`config.mk`:
```
export PLATFORM = sky130hd
export DESIGN_NAME = exc_seq
export DESIGN_NICKNAME = d
export VERILOG_FILES = /design/src/rtl/exc_seq_pkg.sv /design/src/rtl/exc_vector_table.sv /design/src/rtl/exc_entry_calc.sv /design/src/rtl/exc_return_calc.sv /design/src/rtl/exc_seq.sv
export SDC_FILE = /design/constraint.sdc
export NUM_CORES = 1
export LEC_CHECK = 0
export CELL_PAD_IN_SITES_DETAIL_PLACEMENT = 1
export CELL_PAD_IN_SITES_GLOBAL_PLACEMENT = 1
export CORE_AREA = 10 10 271 273
export CTS_CLUSTER_DIAMETER = 80
export CTS_CLUSTER_SIZE = 30
export DETAILED_ROUTE_END_ITERATION = 16
export DIE_AREA = 0 0 281 283
export GPL_TIMING_DRIVEN = 1
export PLACE_DENSITY = 0.68
export SYNTH_ARGS = -nofsm -noshare
export SYNTH_HDL_FRONTEND = slang
export SYNTH_SLANG_ARGS = --single-unit
```
`constraint.sdc`:
```
create_clock -name clk -period 4.63 [get_ports clk]
set_input_delay 1.1575 -clock clk [delete_from_list [all_inputs] [get_ports clk]]
set_output_delay 1.1575 -clock clk [all_outputs]
set_load 0.01 [all_outputs]
```
`src/rtl/exc_seq_pkg.sv`:
```
package exc_seq_pkg;
   localparam int NPAIR    = 3;
   localparam int PAIR_PRI = 0;
   localparam int PAIR_CRT = 1;
   localparam int PAIR_ALT = 2;

   typedef enum logic [1:0] {
      RK_CLASSIC  = 2'd0,
      RK_LEG_CRIT = 2'd1,
      RK_EMB_PRI  = 2'd2,
      RK_EMB_ALT  = 2'd3
   } ret_kind_e;
endpackage

```
`src/rtl/exc_vector_table.sv`:
```
module exc_vector_table #(
   parameter int                     XLEN       = 64,
   parameter int                     CAUSE_W    = 5,
   parameter longint unsigned        VEC_BASE   = 0,
   parameter longint unsigned        VEC_STRIDE = 64'h100,
   parameter logic [(1<<CAUSE_W)-1:0] UNDEF_MASK = 32'hFF00_0000
) (
   input  logic [CAUSE_W-1:0] cause,
   output logic [XLEN-1:0]    vec,
   output logic               undef
);
   localparam int NCAUSE = 1 << CAUSE_W;

   logic [XLEN-1:0] tbl [NCAUSE];

   for (genvar c = 0; c < NCAUSE; c++) begin : g_ent
      if (UNDEF_MASK[c]) begin : g_none
         assign tbl[c] = '1;
      end else begin : g_def
         assign tbl[c] = XLEN'(VEC_BASE + longint'(c) * VEC_STRIDE);
      end
   end

   assign vec   = tbl[cause];
   assign undef = (vec == '1);
endmodule

```
`src/rtl/exc_entry_calc.sv`:
```
module exc_entry_calc #(
   parameter int                      XLEN         = 64,
   parameter int                      CAUSE_W      = 5,
   parameter bit                      EMBEDDED     = 1'b0,
   parameter int                      ME_BIT       = 12,
   parameter int                      ILE_BIT      = 16,
   parameter int                      LE_BIT       = 0,
   parameter int                      MCHK_CAUSE   = 2,
   parameter logic [(1<<CAUSE_W)-1:0] RESTART_MASK = 32'h0000_01D8,
   parameter logic [(1<<CAUSE_W)-1:0] CRIT_MASK    = 32'h0000_1002,
   parameter logic [(1<<CAUSE_W)-1:0] ALT_MASK     = 32'h0000_0804
) (
   input  logic [CAUSE_W-1:0] cause,
   input  logic [XLEN-1:0]    cur_pc,
   input  logic [XLEN-1:0]    cur_msr,
   output logic [XLEN-1:0]    sv_pc,
   output logic [XLEN-1:0]    sv_msr,
   output logic [XLEN-1:0]    hnd_msr,
   output logic [1:0]         pri_pair,
   output logic               alt_copy,
   output logic               mchk_stop
);
   import exc_seq_pkg::*;

   localparam logic [XLEN-1:0] SAVE_KEEP = ~(XLEN'(32'h783F_0000));

   logic is_mchk;

   assign is_mchk   = (cause == CAUSE_W'(MCHK_CAUSE));
   assign mchk_stop = is_mchk && !cur_msr[ME_BIT];
   assign sv_pc     = RESTART_MASK[cause] ? cur_pc - XLEN'(4) : cur_pc;
   assign pri_pair  = CRIT_MASK[cause] ? 2'(PAIR_CRT) : 2'(PAIR_PRI);

   if (EMBEDDED) begin : g_emb
      assign sv_msr   = cur_msr;
      assign alt_copy = ALT_MASK[cause];
   end else begin : g_cls
      assign sv_msr   = cur_msr & SAVE_KEEP;
      assign alt_copy = 1'b0;
   end

   always_comb begin
      hnd_msr         = '0;
      hnd_msr[ME_BIT] = cur_msr[ME_BIT] && !is_mchk;
      hnd_msr[LE_BIT] = cur_msr[ILE_BIT];
   end
endmodule

```
`src/rtl/exc_return_calc.sv`:
```
module exc_return_calc #(
   parameter int XLEN = 64
) (
   input  logic [1:0]                              kind,
   input  logic                                    keep_hi,
   input  logic [XLEN-33:0]                        cur_hi,
   input  logic [exc_seq_pkg::NPAIR-1:0][XLEN-1:0] pair_pc,
   input  logic [exc_seq_pkg::NPAIR-1:0][XLEN-1:0] pair_msr,
   output logic [XLEN-1:0]                         rs_pc,
   output logic [XLEN-1:0]                         rs_msr
);
   import exc_seq_pkg::*;

   localparam logic [XLEN-1:0] CLS_MASK = ~(XLEN'(32'h783F_0000));
   localparam logic [XLEN-1:0] LEG_MASK = ~(XLEN'(32'hFFFF_0000));

   ret_kind_e       rk;
   logic [1:0]      sel;
   logic [XLEN-1:0] mask;
   logic [XLEN-1:0] raw;

   assign rk = ret_kind_e'(kind);

   always_comb begin
      unique case (rk)
         RK_CLASSIC:  begin sel = 2'(PAIR_PRI); mask = CLS_MASK; end
         RK_LEG_CRIT: begin sel = 2'(PAIR_CRT); mask = LEG_MASK; end
         RK_EMB_PRI:  begin sel = 2'(PAIR_PRI); mask = '1;       end
         default:     begin sel = 2'(PAIR_ALT); mask = '1;       end
      endcase
   end

   assign raw   = pair_msr[sel] & mask;
   assign rs_pc = {pair_pc[sel][XLEN-1:2], 2'b00};
   assign rs_msr = (rk == RK_CLASSIC && keep_hi) ? {cur_hi, raw[31:0]} : raw;
endmodule

```
`src/rtl/exc_seq.sv`:
```
module exc_seq #(
   parameter int                      XLEN         = 64,
   parameter int                      CAUSE_W      = 5,
   parameter bit                      EMBEDDED     = 1'b0,
   parameter int                      ME_BIT       = 12,
   parameter int                      ILE_BIT      = 16,
   parameter int                      LE_BIT       = 0,
   parameter int                      MCHK_CAUSE   = 2,
   parameter longint unsigned         VEC_BASE     = 0,
   parameter longint unsigned         VEC_STRIDE   = 64'h100,
   parameter logic [(1<<CAUSE_W)-1:0] UNDEF_MASK   = 32'hFF00_0000,
   parameter logic [(1<<CAUSE_W)-1:0] RESTART_MASK = 32'h0000_01D8,
   parameter logic [(1<<CAUSE_W)-1:0] CRIT_MASK    = 32'h0000_1002,
   parameter logic [(1<<CAUSE_W)-1:0] ALT_MASK     = 32'h0000_0804
) (
   input  logic                                    clk,
   input  logic                                    rst_n,
   input  logic                                    exc_valid,
   input  logic [CAUSE_W-1:0]                      exc_cause,
   input  logic [XLEN-1:0]                         cur_pc,
   input  logic [XLEN-1:0]                         cur_msr,
   input  logic [XLEN-1:0]                         exc_prefix,
   input  logic                                    ret_valid,
   input  logic [1:0]                              ret_kind,
   input  logic                                    ret_keep_hi,
   output logic [XLEN-1:0]                         new_pc,
   output logic [XLEN-1:0]                         new_msr,
   output logic                                    taken,
   output logic                                    ret_done,
   output logic                                    vec_err,
   output logic                                    checkstop,
   output logic [exc_seq_pkg::NPAIR-1:0][XLEN-1:0] save_pc,
   output logic [exc_seq_pkg::NPAIR-1:0][XLEN-1:0] save_msr
);
   import exc_seq_pkg::*;

   if (XLEN < 64) begin : g_bad_xlen
      $error("exc_seq: XLEN must be at least 64");
   end
   if (ME_BIT >= XLEN || ILE_BIT >= XLEN || LE_BIT >= XLEN) begin : g_bad_bit
      $error("exc_seq: state bit position outside XLEN");
   end
   if (MCHK_CAUSE >= (1 << CAUSE_W)) begin : g_bad_mchk
      $error("exc_seq: machine-check cause out of range");
   end

   logic [XLEN-1:0] vec, sv_pc, sv_msr, hnd_msr, rs_pc, rs_msr;
   logic            undef, alt_copy, mchk_stop;
   logic [1:0]      pri_pair;

   logic            pend_q;
   logic [1:0]      pend_kind_q;
   logic            pend_keep_q;

   logic            fire, entry_ok, ret_req, do_ret;
   logic [1:0]      kind_sel;
   logic            keep_sel;

   exc_vector_table #(
      .XLEN(XLEN), .CAUSE_W(CAUSE_W), .VEC_BASE(VEC_BASE),
      .VEC_STRIDE(VEC_STRIDE), .UNDEF_MASK(UNDEF_MASK)
   ) u_vec (
      .cause(exc_cause), .vec(vec), .undef(undef)
   );

   exc_entry_calc #(
      .XLEN(XLEN), .CAUSE_W(CAUSE_W), .EMBEDDED(EMBEDDED),
      .ME_BIT(ME_BIT), .ILE_BIT(ILE_BIT), .LE_BIT(LE_BIT),
      .MCHK_CAUSE(MCHK_CAUSE), .RESTART_MASK(RESTART_MASK),
      .CRIT_MASK(CRIT_MASK), .ALT_MASK(ALT_MASK)
   ) u_ent (
      .cause(exc_cause), .cur_pc(cur_pc), .cur_msr(cur_msr),
      .sv_pc(sv_pc), .sv_msr(sv_msr), .hnd_msr(hnd_msr),
      .pri_pair(pri_pair), .alt_copy(alt_copy), .mchk_stop(mchk_stop)
   );

   exc_return_calc #(.XLEN(XLEN)) u_ret (
      .kind(kind_sel), .keep_hi(keep_sel), .cur_hi(cur_msr[XLEN-1:32]),
      .pair_pc(save_pc), .pair_msr(save_msr),
      .rs_pc(rs_pc), .rs_msr(rs_msr)
   );

   // An entry wins the cycle; a return seen alongside it waits one slot.
   assign fire     = exc_valid && !checkstop;
   assign entry_ok = fire && !undef && !mchk_stop;
   assign ret_req  = pend_q || ret_valid;
   assign do_ret   = ret_req && !exc_valid && !checkstop;
   assign kind_sel = pend_q ? pend_kind_q : ret_kind;
   assign keep_sel = pend_q ? pend_keep_q : ret_keep_hi;

   always_ff @(posedge clk or negedge rst_n) begin
      if (!rst_n) begin
         pend_q      <= 1'b0;
         pend_kind_q <= '0;
         pend_keep_q <= 1'b0;
      end else if (checkstop) begin
         pend_q      <= 1'b0;
      end else if (exc_valid) begin
         pend_q      <= ret_req;
         pend_kind_q <= kind_sel;
         pend_keep_q <= keep_sel;
      end else if (pend_q && ret_valid) begin
         pend_q      <= 1'b1;
         pend_kind_q <= ret_kind;
         pend_keep_q <= ret_keep_hi;
      end else begin
         pend_q      <= 1'b0;
      end
   end

   always_ff @(posedge clk or negedge rst_n) begin
      if (!rst_n) begin
         new_pc    <= '0;
         new_msr   <= '0;
         taken     <= 1'b0;
         ret_done  <= 1'b0;
         vec_err   <= 1'b0;
         checkstop <= 1'b0;
      end else begin
         taken    <= entry_ok;
         ret_done <= do_ret;
         vec_err  <= fire && undef;
         if (fire && !undef && mchk_stop) begin
            checkstop <= 1'b1;
         end
         if (entry_ok) begin
            new_pc  <= vec | exc_prefix;
            new_msr <= hnd_msr;
         end else if (do_ret) begin
            new_pc  <= rs_pc;
            new_msr <= rs_msr;
         end
      end
   end

   for (genvar p = 0; p < NPAIR; p++) begin : g_pair
      logic wr;
      assign wr = entry_ok &&
                  ((pri_pair == 2'(p)) || (alt_copy && p == PAIR_ALT));
      always_ff @(posedge clk or negedge rst_n) begin
         if (!rst_n) begin
            save_pc[p]  <= '0;
            save_msr[p] <= '0;
         end else if (wr) begin
            save_pc[p]  <= sv_pc;
            save_msr[p] <= sv_msr;
         end
      end
   end
endmodule

```
Word level (Yosys, flattened, before mapping):

Memory sizes are Yosys's and may differ from the RTL's.
Index checks and enable logic that the tools add are counted.

* bits in registers: 490
* ROM bits: 2112
* bits of input ports: 204
* logic and storage cells: 85
* memories: 3

Memory list
* (no name shown): depth 32, bits a word 64, read ports 1, clocked after memory_dff 0, write ports 0, RTL line exc_vector_table.sv:24 `assign vec = tbl[cause];`
* (no name shown): depth 32, bits a word 1, read ports 1, clocked after memory_dff 0, write ports 0, RTL line exc_entry_calc.sv:32 `assign pri_pair = CRIT_MASK[cause] ? 2'(PAIR_CRT) : 2'(PAIR_PRI);`
* (no name shown): depth 32, bits a word 1, read ports 1, clocked after memory_dff 0, write ports 0, RTL line exc_entry_calc.sv:31 `assign sv_pc = RESTART_MASK[cause] ? cur_pc - XLEN'(4) : cur_pc;`

* add/sub/neg operators: 1
* $lt $le $gt $ge: 3
* equality and inequality tests: 6
* multiplexer cells: 26
* bitwise gates (word level): 4
* reduce and logical (&&, ||, !) cells: 27

Operators with widths (count)
* $mux W64: 10
* $bmux W64 S2: 2
* $and A64 B64 Y64: 1
* $eq A64 B64 Y1 const B: 1
* $or A64 B64 Y64: 1
* $pmux W32 S2: 1
* $sub A64 B3 Y64 const B: 1
* $logic_and A1 B1 Y1: 14
* $mux W1: 9
* $ge A6 B6 Y1 const B: 1
* $logic_not A1 Y1: 6
* $lt A5 B6 Y1 const B: 1
* $mux W2: 3
* $not A5 Y6: 1
* $eq A5 B2 Y1 const B: 1
* $eq A2 B1 Y1 const B: 2
* $eq A2 B2 Y1 const B: 2
* $logic_not A2 Y1: 2
* $pmux W2 S2: 1
* $reduce_bool A2 Y1: 2
* $lt A2 B3 Y1 const B: 1
* $reduce_and A2 Y1: 1
* $reduce_or A2 Y1: 1
* $logic_or A1 B1 Y1: 1
* $not A1 Y1: 1

Longest topological paths before layout:

* depth after elaboration: 10
* depth in mapped cells: 9
* mapped depth without buffers: 7

Hierarchy:

Synthesis repeated with hierarchy kept, for this count alone.

* cells, all modules: 2203
* area, all modules: 26997.1 µm²

By module, submodules not included
* exc_seq: times used 1, cells an instance 1379, area an instance 21002.6 µm², seq. area each 13012.5 µm²
* exc_return_calc: times used 1, cells an instance 415, area an instance 3036.7 µm², seq. area each 0.0 µm²
* exc_entry_calc: times used 1, cells an instance 344, area an instance 2471.1 µm², seq. area each 0.0 µm²
* exc_vector_table: times used 1, cells an instance 65, area an instance 486.7 µm², seq. area each 0.0 µm²

Worst setup path after synthesis:

No wires, ideal clock.

* path type: input to register
* from: in cur_pc[2]
* to: reg save_pc[50] in the netlist's numbering
* library setup time: 0.082 ns
* data arrival time: 3.300 ns
* data required time: 4.548 ns
* setup slack: 1.248 ns
* cell stages on the path: 8
* path buffers: 1
* cells stage by stage: inv_1 > ha_1 > nor3b_1 > nand4_2 > or4_1 > clkbuf_2 > or4_1 > a31oi_1

* word-level cells in the longest chain between the ends: 2

Ends and longest elaborated chain
* start: declaration: RTL line exc_seq.sv:20 `input logic [XLEN-1:0] cur_pc,`
* $sub A64 B3 Y64: RTL line exc_entry_calc.sv:31
* $mux W64: RTL line exc_entry_calc.sv:31
* end signal: indexed assignment: RTL line exc_seq.sv:145 `save_pc[p] <= sv_pc;`
* end: declaration: RTL line exc_seq.sv:32 `output logic [exc_seq_pkg::NPAIR-1:0][XLEN-1:0] save_pc,`

No other way between the ends.
A chain may end at the register's enable or synchronous reset.

Worst setup path in the final report:

Ends and elaborated chain as after synthesis.

==> key figures <==
Run status
  – Status: complete, no violations

Placement
  – Port buffer count: roughly 550
  – GPL Wtd Cong: 0.822
  – Post-DP HPWL: a little under 60000 um

Timing
  – Pins Over Slew Limit: 0
  – Final setup vio count: 0
  – Worst Skew: 20.3 ps
  – Least-Margin Pin Slew: 1050 ps
  – Highest Clock Rate: about 270 MHz
  – RSZ-0062 raised after global routing: no
  – Final setup TNS: 0 ps
  – Post-route minimum period: approximately 3800 ps
  – Crit share post-route: ~80%
  – Hold WS: roughly 500 ps
  – Final hold violations: 0
  – Max transition margin: 29.4%

Power
  – P_leak: just under 10 nW
  – Pwr/cell area: between 400 and 500 mW/mm^2
  – Max VDD drop: 0.000196 V

Routing
  – Via count: about 15000
  – Wire per inst: about 25 um
  – DRT iter0 DRCs: around 860
  – Vias per cell: ~5
  – Remaining DRCs: 0
  – Drt total wl: between 70000 and 80000 um
  – Iteration count of the initial detailed-routing pass: 5
  – Final ANT Viol Nets: 0

Synth
  – Register area share after synthesis: between 50% and 60%
  – Post-synth EDFFs: 0
  – Synthesized cell area: ~0.018 mm^2
  – Top cell type's share of synthesized area: 51.7%
  – Cell taking the most area after synthesis: dfrtp_1
  – Synth Area in Adders: less than 1%
  – Mux contribution to synthesized area: approximately 8%
  – Largest family of logic cells by synthesized area: compound AO/OA/AOI/OAI gates
  – Flops & latches, synth: 362
  – Synth Area in Simple Gates: a little under an eighth
  – Mapped Cells: about 1700
  – Yosys cell types: 62
  – Ys async rst share: between 90% and 100%
  – Post-synth top flop: dfrtp_1
  – Mean Syn Cell Area: about 11 um^2
  – Compound-Gate Fraction of Synth Area: roughly 18%
  – Yosys warns: 0
  – Area contributors post-synth: dfrtp_1, mux2_2, buf_4, nor2_1, a22oi_1
  – Post-Synth XOR/XNOR Area: about 1.6%

Critical path
  – CP Cell Sequence: clkdlybuf4s50_1 -> inv_1 -> ha_1 -> nor3b_1 -> nand4_2 -> or4_1 -> buf_4 -> or4_1 -> a31oi_1
  – Crit Path Class: input pin to flip-flop
  – Critical Path AT: roughly 4300 ps
  – Crit-path slowest cell: or4_1
  – CP max stage delay: 570 ps
  – Maximum fanout along the worst path: 19
  – Reg2reg path depth: 6
  – Crit start category: input pin
  – Setup crit end kind: flip-flop
  – Required @ worst endpoint: between 5000 and 6000 ps
  – CP most frequent cell: or4_1

Floorplan
  – Core footprint: between 0.06 and 0.07 mm^2
  – Top-Level Pins: 720
  – Die width: 281 um
  – Row cnt: between 90 and 100
  – Die area: just under 0.08 mm^2
  – Height of the die: approximately 280 um
  – Starting density of the core: 25.7%

Global routing
  – Vias in the first global route: roughly 17000
  – First-pass GRT wire length: roughly 110000 um
  – Tot GR Track Use: between 10% and 20%
  – Initial antenna violation count: 7
  – Largest net degree at the start of global routing: slightly below 100
  – Gr ovfl total: 0

Clock tree
  – Clk Tree Root Cell: clkbuf_16
  – Hold buffers post-CTS: 0
  – Clk buf depth: 3
  – Num CTS Buffers: 27
  – # Post-CTS Setup Buffers: 0
  – TritonCTS clock tree: done
  – Worst-path clk slew: about 100 ps
  – Worst skew pair latency: about 600 ps
  – H-tree depth: 1
  – Clk sinks: between 300 and 400
  – Post-cts resize count: 0

Cells and area
  – Layout cell share with drive strength beyond 1: between 10% and 20%
  – Commonest non-fill, non-tap cell in the layout: clkdlybuf4s50_1
  – Most frequent cells in the layout: clkdlybuf4s50_1, dfrtp_1, nor2_1
  – Nets@finish: ~2400
  – Area grow syn2layout: 41.2%

Hold path
  – Worst min-delay path category: flip-flop to flip-flop
  – Worst Hold Depth: 2

Flow run
  – Max-Cap Viols: 0
==> cell usage after synthesis, types with 26 or more instances <==
cell type and n:
buf_4 158, mux2_2 122, dfrtp_1 362, a31oi_1 48, nor2_1 231, a22oi_1 113
clkbuf_1 88, nor4_1 28, nand2_1 37, a221o_1 58, xnor2_1 26, a21oi_1 105
a22o_1 35
==> power by group <==
group | total, mW | switching, mW | internal [mW]
Sequential | 4.51 | 0.629 | 3.89
Clock | 2.78 | 1.47 | 1.31
Combinational | 4.05 | 1.94 | 2.11
Total | 11.3 | 4.04 | 7.31
==> metrics by stage <==
step	instance area, um^2	utilization (%)	total power, mW	worst slack, ps	std cells
6_report	24700	36.3	11.3	861	3067
5_1_grt	24700	36.3	12.0	650	3065
4_1_cts	24700	36.3	11.5	878	3064
3_5_place_dp	23700	34.7	8.66	237	3014
3_3_place_gp	23700	34.7	8.54	333	3014
2_1_floorplan	18100	-	6.15	1250	1809
==> path summary, 6_finish.rpt <==
path                       startpoint  slack [ps]           end
max                         cur_pc[2]         860   save_pc[50]
min                         new_pc[9]         500     new_pc[9]
max reg2reg                 checkstop        1960    new_pc[42]
min reg2reg                 new_pc[9]         500     new_pc[9]
max in group asynchronous       rst_n        3050  save_pc[101]
min in group asynchronous       rst_n         580   new_msr[22]
==> cell families (layout without fill, tap and decap cells) <==
family | Yosys count | in the layout
AOI/OAI and AO/OA | 434 | 434
xor gates and xnor gates | 32 | 32
adders and majority gates | 1 | 1
buffers and inverters | 281 | 654
DFF | 362 | 362
muxes | 123 | 123
other | 1 | 161
and+or+nand+nor | 418 | 418
==> state kept, by name, indices dropped and copies added, names as in the netlist <==
| register | flops |
|---|---|
| taken | 1 |
| checkstop | 1 |
| ret_done | 1 |
| new_pc | 64 |
| pend_kind_q | 2 |
| pend_q | 1 |
| save_pc | 128 |
| new_msr | 54 |
| save_msr | 108 |
| pend_keep_q | 1 |
| vec_err | 1 |
==> critical path: cells and delay by family <==
kind,cells,cell delay [ps]
AOI/OAI and AO/OA,1,180
and+or+nand+nor,4,1830
buffers and inverters,3,840
adders and majority gates,1,250
==> metal layers <==
| metal | up-vias | track usage [%] | wire (um) | part of all wire [%] |
|---|---|---|---|---|
| li1 | 6777 | - | - | - |
| met1 | 7830 | 22.6 | 31700 | 41 |
| met2 | 591 | 31.8 | 37700 | 48 |
| met3 | 105 | 5.03 | 6200 | 8.0 |
| met4 | 6 | 5.19 | 2190 | 2.8 |
| met5 | - | 0 | 38 | 0.049 |
==> final cells by class <==
cell class	instances	area [um^2]
fill	7621	43400
multi-input combinational	1166	7440
inverter	9	36.3
clock buffer	27	676
clock inverter	23	367
timing repair buffer	595	6030
tap	882	1100
antenna	3	7.51
sequential	362	9060
(Power assumes the default switching activity.)
